File: config.mk
export PLATFORM = sky130hd
export DESIGN_NAME = formant_section
export DESIGN_NICKNAME = d
export VERILOG_FILES = /design/src/rtl/fres_pkg.sv /design/src/rtl/fres_ctrl.sv /design/src/rtl/fres_coef_bank.sv /design/src/rtl/fres_datapath.sv /design/src/rtl/formant_section.sv
export SDC_FILE = /design/constraint.sdc
export NUM_CORES = 1
export LEC_CHECK = 0
export ABC_AREA = 1
export BUFFER_PORTS_ARGS = -buffer_cell sky130_fd_sc_hd__buf_2
export CAP_MARGIN = 20
export CORE_MARGIN = 2
export CORE_UTILIZATION = 30
export DETAILED_ROUTE_END_ITERATION = 10
export SLEW_MARGIN = 0
export SYNTH_ARGS = -nofsm -noshare
export SYNTH_HDL_FRONTEND = slang
export SYNTH_SLANG_ARGS = --single-unit
File: constraint.sdc
create_clock -name clk -period 12.6 [get_ports clk]
set_clock_uncertainty 0.15 [all_clocks]
set_input_delay 0.63 -clock clk [delete_from_list [all_inputs] [get_ports clk]]
set_output_delay 0.63 -clock clk [all_outputs]
set_load 0.05 [all_outputs]
File: src/rtl/fres_pkg.sv
package fres_pkg;
    typedef enum logic [1:0] {
        ST_IDLE   = 2'd0,
        ST_TAP_X  = 2'd1,
        ST_TAP_Y1 = 2'd2,
        ST_TAP_Y2 = 2'd3
    } fres_state_e;
endpackage

File: src/rtl/fres_ctrl.sv
module fres_ctrl
    import fres_pkg::*;
(
    input  logic        clk,
    input  logic        rst_n,
    input  logic        smp_stb,
    output fres_state_e state,
    output logic        accept,
    output logic        busy,
    output logic        done
);
    fres_state_e state_nxt;

    always_ff @(posedge clk) begin
        if (!rst_n) state <= ST_IDLE;
        else        state <= state_nxt;
    end

    always_comb begin
        state_nxt = state;
        unique case (state)
            ST_IDLE:   state_nxt = smp_stb ? ST_TAP_X : ST_IDLE;
            ST_TAP_X:  state_nxt = ST_TAP_Y1;
            ST_TAP_Y1: state_nxt = ST_TAP_Y2;
            ST_TAP_Y2: state_nxt = ST_IDLE;
            default:   state_nxt = ST_IDLE;
        endcase
    end

    always_comb begin
        accept = smp_stb && (state == ST_IDLE);
        busy   = (state != ST_IDLE);
    end

    always_ff @(posedge clk) begin
        if (!rst_n) done <= 1'b0;
        else        done <= (state == ST_TAP_Y2);
    end


    done_pulse_chk: assert property (@(posedge clk) disable iff (!rst_n)
        done |=> !done);

    busy_span_chk: assert property (@(posedge clk) disable iff (!rst_n)
        $rose(busy) |=> busy ##1 busy ##1 (!busy && done));

    stb_ignored_chk: assert property (@(posedge clk) disable iff (!rst_n)
        (busy && smp_stb && state == ST_TAP_Y2) |=> (state == ST_IDLE));
endmodule

File: src/rtl/fres_coef_bank.sv
module fres_coef_bank
    import fres_pkg::*;
#(
    parameter int COEF_W = 16
) (
    input  logic                     clk,
    input  logic                     rst_n,
    input  logic                     wr_en,
    input  logic                     wr_bank,
    input  logic signed [COEF_W-1:0] wr_a,
    input  logic signed [COEF_W-1:0] wr_b,
    input  logic signed [COEF_W-1:0] wr_c,
    input  logic                     load,
    input  logic                     load_bank,
    input  fres_state_e              state,
    output logic signed [COEF_W-1:0] act_a,
    output logic signed [COEF_W-1:0] act_b,
    output logic signed [COEF_W-1:0] act_c
);
    localparam int NBANK = 2;

    for (genvar g = 0; g < NBANK; g++) begin : bank_g
        logic signed [COEF_W-1:0] ra, rb, rc;
        always_ff @(posedge clk) begin
            if (!rst_n) begin
                ra <= '0;
                rb <= '0;
                rc <= '0;
            end else if (wr_en && (wr_bank == 1'(g))) begin
                ra <= wr_a;
                rb <= wr_b;
                rc <= wr_c;
            end
        end
    end

    always_ff @(posedge clk) begin
        if (!rst_n) begin
            act_a <= '0;
            act_b <= '0;
            act_c <= '0;
        end else if (load) begin
            act_a <= load_bank ? bank_g[1].ra : bank_g[0].ra;
            act_b <= load_bank ? bank_g[1].rb : bank_g[0].rb;
            act_c <= load_bank ? bank_g[1].rc : bank_g[0].rc;
        end
    end


    act_hold_chk: assert property (@(posedge clk) disable iff (!rst_n)
        (state != ST_IDLE && $past(state) != ST_IDLE)
            |-> ($stable(act_a) && $stable(act_b) && $stable(act_c)));
endmodule

File: src/rtl/fres_datapath.sv
module fres_datapath
    import fres_pkg::*;
#(
    parameter int SAMPLE_W = 16,
    parameter int COEF_W   = 16,
    parameter int FRAC     = 14
) (
    input  logic                       clk,
    input  logic                       rst_n,
    input  logic                       clr,
    input  logic                       load,
    input  logic signed [SAMPLE_W-1:0] x_in,
    input  fres_state_e                state,
    input  logic signed [COEF_W-1:0]   ca,
    input  logic signed [COEF_W-1:0]   cb,
    input  logic signed [COEF_W-1:0]   cc,
    output logic signed [SAMPLE_W-1:0] y_out
);
    localparam int PROD_W = SAMPLE_W + COEF_W;
    localparam int ACC_W  = PROD_W + 2;
    localparam logic signed [ACC_W-1:0] RND    = ACC_W'(1) <<< (FRAC - 1);
    localparam logic signed [ACC_W-1:0] SAT_HI = ACC_W'((1 <<< (SAMPLE_W - 1)) - 1);
    localparam logic signed [ACC_W-1:0] SAT_LO = -SAT_HI - ACC_W'(1);

    logic signed [SAMPLE_W-1:0] x_q, y1_q, y2_q, y_nxt;
    logic signed [COEF_W-1:0]   op_c;
    logic signed [SAMPLE_W-1:0] op_s;
    logic signed [PROD_W-1:0]   prod;
    logic signed [ACC_W-1:0]    prod_ext, acc, sum_all, shifted;

    always_comb begin
        unique case (state)
            ST_TAP_X:  begin op_c = ca; op_s = x_q;  end
            ST_TAP_Y1: begin op_c = cb; op_s = y1_q; end
            ST_TAP_Y2: begin op_c = cc; op_s = y2_q; end
            default:   begin op_c = '0; op_s = '0;   end
        endcase
        prod     = op_c * op_s;
        prod_ext = {{(ACC_W - PROD_W){prod[PROD_W-1]}}, prod};
        sum_all  = acc + prod_ext;
        shifted  = (sum_all + RND) >>> FRAC;
        if (shifted > SAT_HI)      y_nxt = SAT_HI[SAMPLE_W-1:0];
        else if (shifted < SAT_LO) y_nxt = SAT_LO[SAMPLE_W-1:0];
        else                       y_nxt = shifted[SAMPLE_W-1:0];
    end

    always_ff @(posedge clk) begin
        if (!rst_n) begin
            x_q <= '0;
            acc <= '0;
        end else begin
            if (load) x_q <= x_in;
            if (state == ST_TAP_X)       acc <= prod_ext;
            else if (state == ST_TAP_Y1) acc <= sum_all;
        end
    end

    always_ff @(posedge clk) begin
        if (!rst_n || clr) begin
            y1_q <= '0;
            y2_q <= '0;
        end else if (state == ST_TAP_Y2) begin
            y2_q <= y1_q;
            y1_q <= y_nxt;
        end
    end

    assign y_out = y1_q;


    clr_zero_chk: assert property (@(posedge clk) disable iff (!rst_n)
        clr |=> (y1_q == '0 && y2_q == '0));

    hist_shift_chk: assert property (@(posedge clk) disable iff (!rst_n)
        ($past(state) == ST_TAP_Y2 && !$past(clr)) |-> (y2_q == $past(y1_q)));

    out_change_chk: assert property (@(posedge clk) disable iff (!rst_n)
        !$stable(y1_q) |-> ($past(state) == ST_TAP_Y2 || $past(clr)));
endmodule

File: src/rtl/formant_section.sv
module formant_section
    import fres_pkg::*;
#(
    parameter int SAMPLE_W = 16,
    parameter int COEF_W   = 16,
    parameter int FRAC     = 14
) (
    input  logic                       clk,
    input  logic                       rst_n,
    input  logic                       clr,
    input  logic                       coef_wr,
    input  logic                       coef_bank_sel,
    input  logic signed [COEF_W-1:0]   coef_a,
    input  logic signed [COEF_W-1:0]   coef_b,
    input  logic signed [COEF_W-1:0]   coef_c,
    input  logic                       smp_stb,
    input  logic signed [SAMPLE_W-1:0] smp_in,
    input  logic                       open_phase,
    output logic                       busy,
    output logic                       done,
    output logic signed [SAMPLE_W-1:0] smp_out
);
    fres_state_e              state;
    logic                     accept;
    logic signed [COEF_W-1:0] act_a, act_b, act_c;

    fres_ctrl u_ctrl (
        .clk    (clk),
        .rst_n  (rst_n),
        .smp_stb(smp_stb),
        .state  (state),
        .accept (accept),
        .busy   (busy),
        .done   (done)
    );

    fres_coef_bank #(.COEF_W(COEF_W)) u_bank (
        .clk      (clk),
        .rst_n    (rst_n),
        .wr_en    (coef_wr),
        .wr_bank  (coef_bank_sel),
        .wr_a     (coef_a),
        .wr_b     (coef_b),
        .wr_c     (coef_c),
        .load     (accept),
        .load_bank(open_phase),
        .state    (state),
        .act_a    (act_a),
        .act_b    (act_b),
        .act_c    (act_c)
    );

    fres_datapath #(.SAMPLE_W(SAMPLE_W), .COEF_W(COEF_W), .FRAC(FRAC)) u_dp (
        .clk  (clk),
        .rst_n(rst_n),
        .clr  (clr),
        .load (accept),
        .x_in (smp_in),
        .state(state),
        .ca   (act_a),
        .cb   (act_b),
        .cc   (act_c),
        .y_out(smp_out)
    );
endmodule

== After elaboration in Yosys (flattened, before gate mapping) ==
Index checks and enable logic that the tools add are counted.
W data, S select, Z words.

* $add $sub $neg: 2
* Multiply operators: 1
* $lt $le $gt $ge: 2
* Equality and inequality tests: 3
* Multiplexer cells: 11
* Bitwise operators: 1
* Reduce and logical (&&, ||, !) cells: 8

{| class="wikitable"
|+ Operators by type and width
! operator !! number
|-
| $pmux W16 S3 || 2
|-
| $mux W16 || 5
|-
| $mux W34 || 2
|-
| $add A34 B15 Y34 const B || 1
|-
| $add A34 B32 Y34 || 1
|-
| $mul A16 B16 Y32 || 1
|-
| $gt A20 B16 Y1 const B || 1
|-
| $lt A20 B16 Y1 const B || 1
|-
| $pmux W2 S4 || 1
|-
| $eq A2 B2 Y1 const B || 2
|-
| $reduce_bool A2 Y1 || 2
|-
| $logic_and A1 B1 Y1 || 3
|-
| $eq A2 B1 Y1 const B || 1
|-
| $logic_not A2 Y1 || 1
|-
| $logic_not A1 Y1 || 1
|-
| $logic_or A1 B1 Y1 || 1
|-
| $mux W1 || 1
|-
| $not A1 Y1 || 1
|}

* Register bits after elaboration: 229

== Longest topological paths before layout ==
Gate-level depths: netlist of run 1.

* Word-level depth: 8
* Gate-level depth with buffers: 58
* Gate-level depth less buffers: 54

== Hierarchy ==
A second synthesis of run 1 with hierarchy kept.

* Cell total of the unflattened synthesis: 3382
* Area, all modules: 23354.9 µm²

{| class="wikitable"
|+ Modules (own cells, without submodules)
! module !! instances !! cells each !! area an instance (µm²)
|-
| fres_datapath || 1 || 2423 || 16952.5
|-
| fres_coef_bank || 1 || 938 || 6237.2
|-
| fres_ctrl || 1 || 21 || 165.2
|}

== Worst setup path after synthesis of run 1 ==
OpenSTA, ideal clock, no wires.

* Kind: reg-to-reg
* Start point: reg u_ctrl.state[0]
* End point: reg u_dp.y1_q[11], in the netlist u_dp.y_out[11]
* Library setup time: 0.121 ns
* Data arrival time: 8.794 ns
* Data required time: 12.329 ns
* Slack: 3.536 ns
* Cell stages (with the launch flop): 52
* Clock period less this slack: 9.064 ns
* Cells stage by stage: dfxtp_1 > inv_1 > ha_1 > clkbuf_1 > buf_1 > nand2_1 > nand3_1 > nand2_1 > inv_1 > nand2_1 > fa_1 > inv_1 > fa_1 > inv_1 > fa_1 > inv_1 > fa_1 > fa_1 > (+16 left out) > inv_1 > nor2_1 > and2_1 > nand2_1 > nand2_1 > nand2_1 > nand2_1 > xor2_1 > nand3_1 > nor2_1 > nand3_1 > nand2_1 > nand2_2 > inv_1 > nand2_4 > clkbuf_8 > nand2_1 > a21oi_1

* Cells in the longest elaborated chain, start to end: 8

{| class="wikitable"
|+ Ends and longest elaborated chain
! what !! line !! text
|-
| start: declaration || fres_ctrl.sv:7 || <nowiki>output fres_state_e state,</nowiki>
|-
| start signal: assignment || fres_ctrl.sv:16 || <nowiki>else state <= state_nxt;</nowiki>
|-
| $eq A2 B2 Y1, or another cell as far along || fres_datapath.sv:32, fres_datapath.sv:62 ||
|-
| $pmux W16 S3 || fres_datapath.sv:32 || <nowiki>unique case (state)</nowiki>
|-
| $mul A16 B16 Y32 || fres_datapath.sv:38 || <nowiki>prod = op_c * op_s;</nowiki>
|-
| $add A34 B32 Y34 || fres_datapath.sv:40 || <nowiki>sum_all = acc + prod_ext;</nowiki>
|-
| $add A34 B15 Y34 || fres_datapath.sv:41 || <nowiki>shifted = (sum_all + RND) >>> FRAC;</nowiki>
|-
| $lt A20 B16 Y1 || fres_datapath.sv:43 || <nowiki>else if (shifted < SAT_LO) y_nxt = SAT_LO[SAMPLE_W-1:0];</nowiki>
|-
| $mux W16 || fres_datapath.sv:43 ||
|-
| $mux W16 || fres_datapath.sv:42 || <nowiki>if (shifted > SAT_HI) y_nxt = SAT_HI[SAMPLE_W-1:0];</nowiki>
|-
| end signal: assignment || fres_datapath.sv:64 || <nowiki>y1_q <= y_nxt;</nowiki>
|-
| end: declaration || fres_datapath.sv:25 || <nowiki>logic signed [SAMPLE_W-1:0] x_q, y1_q, y2_q, y_nxt;</nowiki>
|}

Several ways; a longest one is shown, not always the timed one.
A chain may end at the register's enable or synchronous reset.

== Worst setup path in the final report of run 1 ==
* Start point: reg u_ctrl.state[1]
* End point: reg u_dp.y1_q[12], in the netlist u_dp.y_out[12]

The elaborated chain is that of the path after synthesis.

==> results.yml, run 1 <==
flow_run:
  maxCapViolCount: 0
worst_setup_path:
  crit_required_ps: 12880
  reg2reg_from: "u_ctrl.state[1]$_SDFF_PN0_"
  crit_start: "u_ctrl.state[1]$_SDFF_PN0_"
  setup.worst_path.class: "reg -> reg"
  crit_path_top_delay_cell: "ha_2"
  slowest_delay_ps: 610
  end_kind: "register"
  rrSetupSlack_ps: 1060
  worst_setup_path_start_kind: "register"
  cp.arrival_ps: 11820
  cpLargestDelayFamily: "adder cells"
  r2r-end: "u_dp.y_out[12]$_SDFFE_PP0N_"
  critPathMaxFanout: 30
  r2r_cells: 47
  critical_path_depth: 47
  cpMostUsedCell: "nand2_1"
  cp_num_buf_inv: 9
floorplanning:
  start_util: 0.302
  coreArea_um2: 74300
  fp.dieH_um: 278
  rows: 100
  die_w_um: 278
  num_io_pins: 89
  dieArea_um2: 77100
route:
  viasPerCell: 4.80
  wl_per_cell_um: 16.7
  drtAntennaViolNets: 0
  dr_total_vias: 20200
  drt-initial-drc-count: 1533
  routed_wl_mm: 70.4
  drc: 0
  dr.pass1.iters: 6
yosys:
  synth_top_area_frac: 0.234
  yosys-top-cells-area: "fa_1 23%, dfxtp_1 20%, nand2_1 13%, inv_1 10%, nor2_1 7.9%"
  synth_area_um2: 22500
  syn-mean-instance-area_um2: 7.00
  synth_cell_types: 39
  yosys_warnings: 0
  synthesis.nets: 3668
  synthFlopType: "dfxtp_1"
  synth_edf_count: 0
  yosysMostFrequentCell: "nand2_1"
  synthTopCellsByCount: "773 x nand2_1, 602 x inv_1, 472 x nor2_1"
  yosys.area.top_type: "fa_1"
  async_reset_ff_frac: 0
  synth_seq_cells: 229
  ys_seq_area_frac: 0.204
  netlist_instances: 3211
clock_network:
  root_buffer: "clkbuf_16"
  clk_latency_ps: 580
  cts_buffer_depth: 3
  cts_sinks: 229
  htree_levels: 1
  holdBufCountCts: 0
  path_clk_slew_ps: 60
  post_cts_resized: 0
  cts_tree: "yes"
  cts_buffers: 27
  cts_setup_buffers: 0
sta:
  finalSetupViolCount: 0
  finalHoldViolCount: 0
  fin_crit_ps: 11540
  finalSetupTns_ps: 0
  min_period_over_period: 0.916
  slew_viol_final: 0
  fin_ws_ps: 1060
  fmax_mhz: 86.6
  rsz0062_at_grt: "false"
  slew_headroom: 0.280
  tightest_slew_ps: 1080
run_status:
  outcome: "finished, final reports clean"
power_and_ir_drop:
  power_density_nw_per_um2: 109
  p_switching_w: 0.00110
  ir_drop_uv: 103
  share_comb_of_total_power: 0.350
  seq_power_share: 0.340
  swShare: 0.407
  p_int_w: 0.00159
  clkPwrFrac: 0.310
  leakagePower_nw: 12.5
finish:
  post-route-util: 0.333
  syn_to_final_growth_pct: 10.1
  drive_gt1_frac: 0.0511
  final_cell_area_um2: 24700
  nets: 3685
place:
  post-place-ws_ps: 1250
  gp_congestion: 0.968
  port_buffers: 88
  dp_hpwl_mm: 54.3
  place_area_um2: 23800
global_routing:
  grt_pass1_wl_mm: 112
  use_met1: 0.239
  track_usage: 0.183
  antenna_found_initial: 3
  grt_busiest_layer: "met2"
  met3_usage: 0.0264
  grt_start_max_net_pins: 118
  grt_use_met2: 0.312
  grt_pass1_vias: 20100
  gr-total-overflow: 0
hold_path:
  hold_start: "coef_c[6]"
  hold_path_class: "in -> reg"
  holdPathEnd: "u_bank.bank_g[0].rc[6]$_SDFFE_PN0P_"
  hold_path_depth: 3
==> cell type report <==
cell class / instances / area, µm²
diodes: 1 / 2.50
clock buffers: 38 / 777
clock inverters: 10 / 143
fillers: 8153 / 49600
inverters: 605 / 2270
multi-input cells: 2259 / 15200
flip-flops and latches: 229 / 4580
well taps: 969 / 1210
repair buffers: 106 / 578
==> logic make-up (layout without fill, tap and decap cells) <==
kind of cell	count (synthesis)	in the layout	synth area share
and+or+nand+nor	1420	1420	0.250
buffers and inverters	723	759	0.121
AOI/OAI and AO/OA	397	397	0.0998
adders and majority gates	386	386	0.303
DFF	229	229	0.204
xor gates and xnor gates	56	56	0.0218
other	0	1	0
==> registers in the layout, summed over array words and instances (netlist names) <==
signal,flops
u_bank.act_a,16
u_bank.act_b,16
u_bank.act_c,16
u_bank.bank_g.ra,32
u_bank.bank_g.rb,32
u_bank.bank_g.rc,32
u_ctrl.done,1
u_ctrl.state,2
u_dp.acc,34
u_dp.x_q,16
u_dp.y2_q,16
u_dp.y_out,16
==> power by group through the flow <==
stage / combinational [W] / sequential [W] / clock [W]
final: 0.000942 / 0.000914 / 0.000833
after floorplan: 0.000642 / 0.000906 / 0
after global routing: 0.00104 / 0.000928 / 0.000878
after CTS: 0.000941 / 0.000912 / 0.000850
after global placement: 0.000934 / 0.000926 / 0
after detailed placement: 0.000937 / 0.000926 / 0
==> layer usage <==
layer  up-vias  wire, µm
li1       9804         -
met1      9659     30600
met2       630     33100
met3       129      4430
met4         4      2240
met5         -        24
==> worst max-delay path by stage <==
stage	endpoint	slack, ps
3_3_place_gp	u_dp.y_out[4]$_SDFFE_PP0N_	1260
6_report	u_dp.y_out[12]$_SDFFE_PP0N_	1060
4_1_cts	u_dp.y_out[12]$_SDFFE_PP0N_	1210
5_1_grt	u_dp.y_out[2]$_SDFFE_PP0N_	290
3_5_place_dp	u_dp.y_out[12]$_SDFFE_PP0N_	1250
2_1_floorplan	u_dp.y_out[11]$_SDFFE_PP0N_	3540
==> layout by cell type, fill, tap and decap left out, types with 4 or more instances in the layout <==
cell	netlist	layout
a21o_1	8	8
a21oi_1	113	113
a31oi_1	8	8
and2_1	4	4
buf_2	0	87
buf_4	1	19
clkbuf_1	108	5
clkbuf_16	0	27
clkbuf_8	1	6
clkinv_2	0	4
dfxtp_1	229	229
fa_1	263	263
ha_1	123	121
inv_1	602	600
nand2_1	773	772
nand3_1	124	124
nand4_1	21	21
nor2_1	472	471
nor3_1	11	11
o211ai_1	75	75
o21ai_0	182	182
o21bai_1	5	5
xnor2_1	22	22
xor2_1	34	34
==> worst register-to-register path: cells and delay by family (launching register included) <==
family                     cells  cell delay, ps
xor gates and xnor gates       1             170
AOI/OAI and AO/OA              9            2130
buffers and inverters          9            1210
and+or+nand+nor               19            2860
adders and majority gates      9            4540
DFF                            1             330
==> per-stage QoR <==
step                hold WS, ps  total power (W)  std cells
detailed placement          302          0.00186       4168
floorplan                   284          0.00155       3211
global placement            300          0.00186       4168
CTS                         113          0.00270       4216
global route                139          0.00285       4217
finish                      134          0.00269       4217
(Power assumes the default switching activity.)
==> run 2: changes to the inputs <==
--- a/config.mk
+++ b/config.mk
@@ -11,6 +11,7 @@
 export CORE_MARGIN = 2
 export CORE_UTILIZATION = 30
 export DETAILED_ROUTE_END_ITERATION = 10
+export PLACE_DENSITY = 0.45
 export SLEW_MARGIN = 0
 export SYNTH_ARGS = -nofsm -noshare
 export SYNTH_HDL_FRONTEND = slang
==> run 2 against run 1 <==
Net effect:
- die area unchanged
- clock power increased by 4.8%
- global-route usage increased by 1.4 points
- flip-flop and latch count unchanged
- critical path depth decreased by 5
- sequential share of layout area decreased by 0.075 points
- final cell count increased by 0.24%
- critical endpoint is now u_dp.y_out[3]$_SDFFE_PP0N_
- highest routed layer is now met4
==> results.yml, run 2 (synthesis gave the netlist of run 1 again) <==
run_status:
  outcome: "finished, final reports clean"
floorplanning:
  rows: 100
  start_util: 0.302
  die_w_um: 278
  fp.dieH_um: 278
  num_io_pins: 89
  coreArea_um2: 74300
  dieArea_um2: 77100
sta:
  finalHoldViolCount: 0
  whs_ps: 128
  tightest_slew_ps: 1030
  min_period_over_period: 0.926
  finalSetupViolCount: 0
  fin_crit_ps: 11670
  fmax_mhz: 85.7
  rsz0062_at_grt: "false"
  slew_viol_final: 0
  slew_headroom: 0.311
  finalSetupTns_ps: 0
place:
  port_buffers: 88
  place_area_um2: 23900
  placed_cells: 4174
  dp_hpwl_mm: 59.1
  gp_congestion: 0.898
clock_network:
  post_cts_resized: 0
  path_clk_slew_ps: 60
  cts_buffers: 30
  cts_buffer_depth: 3
  clk_latency_ps: 600
  root_buffer: "clkbuf_16"
  cts_tree: "yes"
  cts_sinks: 229
  cts_setup_buffers: 0
  holdBufCountCts: 0
  htree_levels: 1
global_routing:
  gr-total-overflow: 0
  antenna_found_initial: 0
  track_usage: 0.197
  grt_pass1_vias: 20000
  grt_pass1_wl_mm: 118
  grt_start_max_net_pins: 95
finish:
  final_cell_area_um2: 24800
  regArea_um2: 4580
  post-route-util: 0.334
  nFillCells: 8271
  n_antenna_cell: 0
  multi_input_area_um2: 15200
  regMostFlops: "u_dp.acc"
  syn_to_final_growth_pct: 10.5
  largest_reg_flops: 34
  final_cell_mix: "773 x nand2_1, 601 x inv_1, 471 x nor2_1, 263 x fa_1, 229 x dfxtp_1"
  nets: 3694
  final_common_cell: "nand2_1"
  drive_gt1_frac: 0.0531
  stdcell_count: 4227
power_and_ir_drop:
  ir_drop_uv: 90.2
  share_comb_of_total_power: 0.344
  seq_power_share: 0.335
  clkPwrFrac: 0.320
  p_switching_w: 0.00111
  power_density_nw_per_um2: 110
  p_int_w: 0.00162
  swShare: 0.407
  leakagePower_nw: 12.6
route:
  dr.pass1.iters: 5
  drt-initial-drc-count: 1394
  drtAntennaViolNets: 0
  drc: 0
  viasPerCell: 4.71
  wl_per_cell_um: 17.6
  dr_total_vias: 19900
  routed_wl_mm: 74.6
worst_setup_path:
  worst_setup_path_start_kind: "register"
  crit_start: "u_ctrl.state[1]$_SDFF_PN0_"
  cp.arrival_ps: 11980
  crit_path_top_delay_cell: "nor4_1"
  end_kind: "register"
  critPathMaxFanout: 26
  reg2reg_from: "u_ctrl.state[1]$_SDFF_PN0_"
  crit_required_ps: 12900
  slowest_delay_ps: 690
  cpMostUsedCell: "nand2_1"
  setup.worst_path.class: "reg -> reg"
flow_run:
  maxCapViolCount: 0
hold_path:
  hold_path_class: "in -> reg"
  hold_start: "coef_b[6]"
==> run 2: per-layer routing <==
metal	vias to the layer above	routed length, µm	GRT usage
li1	9842	-	-
met1	9623	35900	0.282
met2	377	33800	0.320
met3	68	3460	0.0217
met4	0	1370	0.0360
met5	-	0	0
==> run 2: power groups by stage <==
stage | sequential [W] | combinational [W] | clock (W)
after floorplan | 0.000906 | 0.000642 | 0
after global placement | 0.000931 | 0.000948 | 0
after detailed placement | 0.000929 | 0.000943 | 0
after CTS | 0.000915 | 0.000948 | 0.000900
after global routing | 0.000927 | 0.00106 | 0.000925
final | 0.000915 | 0.000940 | 0.000873
==> run 2: per-stage QoR <==
stage	power, W	setup WS [ps]
final	0.00273	930
after detailed placement	0.00187	1280
after CTS	0.00276	1230
after floorplan	0.00155	3540
after global routing	0.00291	276
after global placement	0.00188	1180
==> run 2: path summary, 6_finish.rpt <==
path | endpoint | slack, ps | cells past startpoint
min | u_bank.bank_g[0].rb[6]$_SDFFE_PN0P_ | 130 | 3
max | u_dp.y_out[3]$_SDFFE_PP0N_ | 930 | 42
max reg2reg | u_dp.y_out[3]$_SDFFE_PP0N_ | 930 | 42
min reg2reg | u_dp.y2_q[9]$_SDFFE_PP0N_ | 310 | 2
==> run 2: worst max-delay path: cells and delay by family, from the launching register on <==
family                   cells  cell delay [ps]
adder cells (fa/ha/maj)      9             4170
flip-flops                   1              330
buffers and inverters        7             1230
AND/OR/NAND/NOR             21             4410
XOR/XNOR                     1              170
AO/OA/AOI/OAI                4             1050
==> run 2: final cells by class <==
cell class,instances,share of cell area
multi-input combinational,2259,0.611
sequential,229,0.185
inverter,605,0.0915
tap,969,0.0488
clock buffer,42,0.0345
timing repair buffer,112,0.0251
clock inverter,11,0.00494
==> run 3: changes to the inputs <==
--- a/config.mk
+++ b/config.mk
@@ -11,7 +11,9 @@
 export CORE_MARGIN = 2
 export CORE_UTILIZATION = 30
 export DETAILED_ROUTE_END_ITERATION = 10
+export MAX_ROUTING_LAYER = met4
 export PLACE_DENSITY = 0.45
+export RECOVER_POWER = 25
 export SLEW_MARGIN = 0
 export SYNTH_ARGS = -nofsm -noshare
 export SYNTH_HDL_FRONTEND = slang
==> run 3 against run 2 <==
Net effect:
- the flow now finishes with violations (max-capacitance violations, max-slew violations)
- fmax grew 1.8%
- non-clock buffer count is the same
- clock power shrank 3.6%
- power shrank 0.78%
- sequential share of layout area is essentially flat
- design area shrank 0.24%
==> results.yml, run 3 (synthesis gave the netlist of run 1 again) <==
worst_setup_path:
  crit_path_top_delay_cell: "fa_1"
  crit_start: "u_ctrl.state[1]$_SDFF_PN0_"
  slowest_delay_ps: 580
  cp.arrival_ps: 11760
  crit_required_ps: 12900
  setup.worst_path.class: "reg -> reg"
  critPathMaxFanout: 23
  end_kind: "register"
  cpLargestDelayFamily: "adder cells"
  reg2reg_from: "u_ctrl.state[1]$_SDFF_PN0_"
  worst_setup_path_start_kind: "register"
  cp_num_buf_inv: 7
  cpMostUsedCell: "nand2_1"
finish:
  n_antenna_cell: 0
  final_common_cell: "nand2_1"
  drive_gt1_frac: 0.0510
  nFillCells: 8342
  final_cell_mix: "773 x nand2_1, 601 x inv_1, 471 x nor2_1, 263 x fa_1, 229 x dfxtp_1"
  syn_to_final_growth_pct: 10.3
  regMostFlops: "u_dp.acc"
  nets: 3693
  largest_reg_flops: 34
route:
  dr_total_vias: 19900
  dr.pass1.iters: 6
  drc: 0
  routed_wl_mm: 74.4
  drtAntennaViolNets: 0
  wl_per_cell_um: 17.6
  viasPerCell: 4.71
  drt-initial-drc-count: 1498
power_and_ir_drop:
  power_density_nw_per_um2: 109
  ir_drop_uv: 94.3
  total_power_w: 0.00271
  leakagePower_nw: 12.5
clock_network:
  post_cts_resized: 0
  clk_latency_ps: 580
  cts_buffer_depth: 3
  cts_setup_buffers: 0
  path_clk_slew_ps: 60
  root_buffer: "clkbuf_16"
  htree_levels: 1
  cts_buffers: 29
  cts_tree: "yes"
  holdBufCountCts: 0
  cts_sinks: 229
flow_run:
  maxCapViolCount: 6
run_status:
  outcome: "complete, but fails checks"
  violations: "max-capacitance violations, max-slew violations"
floorplanning:
  rows: 100
  fp.dieH_um: 278
  coreArea_um2: 74300
  num_io_pins: 89
  dieArea_um2: 77100
  start_util: 0.302
  die_w_um: 278
sta:
  tightest_slew_ps: 2710
  slew_viol_final: 306
  rsz0062_at_grt: "false"
  fin_crit_ps: 11460
  finalHoldViolCount: 0
  fmax_mhz: 87.2
  finalSetupTns_ps: 0
  min_period_over_period: 0.910
  slew_headroom: -0.804
  finalSetupViolCount: 0
place:
  gp_congestion: 0.913
  port_buffers: 88
  dp_hpwl_mm: 58.8
global_routing:
  grt_start_max_net_pins: 92
  track_usage: 0.201
  antenna_found_initial: 2
  grt_pass1_vias: 20000
  gr-total-overflow: 0
  grt_pass1_wl_mm: 117
hold_path:
  hold_start: "coef_a[13]"
  hold_path_class: "in -> reg"
run 3: final timing paths:
kind / cells past startpoint / to / slack [ps]
worst max-delay path: 43 / u_dp.y_out[6]$_SDFFE_PP0N_ / 1140
worst min-delay path: 3 / u_bank.bank_g[0].ra[13]$_SDFFE_PN0P_ / 130
worst max register to register: 43 / u_dp.y_out[6]$_SDFFE_PP0N_ / 1140
worst min register to register: 2 / u_dp.y2_q[9]$_SDFFE_PP0N_ / 310
run 3: where the power goes:
group          internal (W)  switching [W]  leakage (nW)
Clock              0.000495       0.000346         0.474
Sequential         0.000838      0.0000764          1.88
Combinational      0.000267       0.000683          10.2
Total               0.00160        0.00111          12.5
run 3: through the flow:
step           worst slack, ps  instances  cell area, µm²  utilization  hold WS (ps)
6_report                  1140       4223           24800        0.333           134
5_1_grt                    207       4223           24800        0.333           140
4_1_cts                   1200       4223           24800        0.334           110
3_5_place_dp              1260       4174           23900        0.321           301
3_3_place_gp              1270       4174           23900        0.321           299
2_1_floorplan             3540       3211           22500            -           284
run 3: layer usage:
layer | wire length, µm | up-vias | track usage | part of all wire
met1 | 36100 | 9575 | 0.280 | 0.49
met5 | 0 | - | - | 0
li1 | - | 9838 | - | -
met4 | 1260 | 0 | 0.0347 | 0.017
met2 | 33800 | 395 | 0.320 | 0.45
met3 | 3240 | 66 | 0.0180 | 0.044
run 3: final cells by class:
| cell class | count | area, µm² | area share |
|---|---|---|---|
| Sequential cell | 229 | 4580 | 0.185 |
| Inverter | 605 | 2270 | 0.0917 |
| Multi-Input combinational cell | 2259 | 15200 | 0.612 |
| Clock inverter | 8 | 76.3 | 0.00308 |
| Clock buffer | 41 | 871 | 0.0351 |
| Timing Repair Buffer | 112 | 596 | 0.0240 |
| Tap cell | 969 | 1210 | 0.0489 |
run 3: worst min-delay path, delay by kind of cell:
| family | cells | cell delay [ps] |
|---|---|---|
| simple gates | 2 | 120 |
| buf+inv | 1 | 80 |
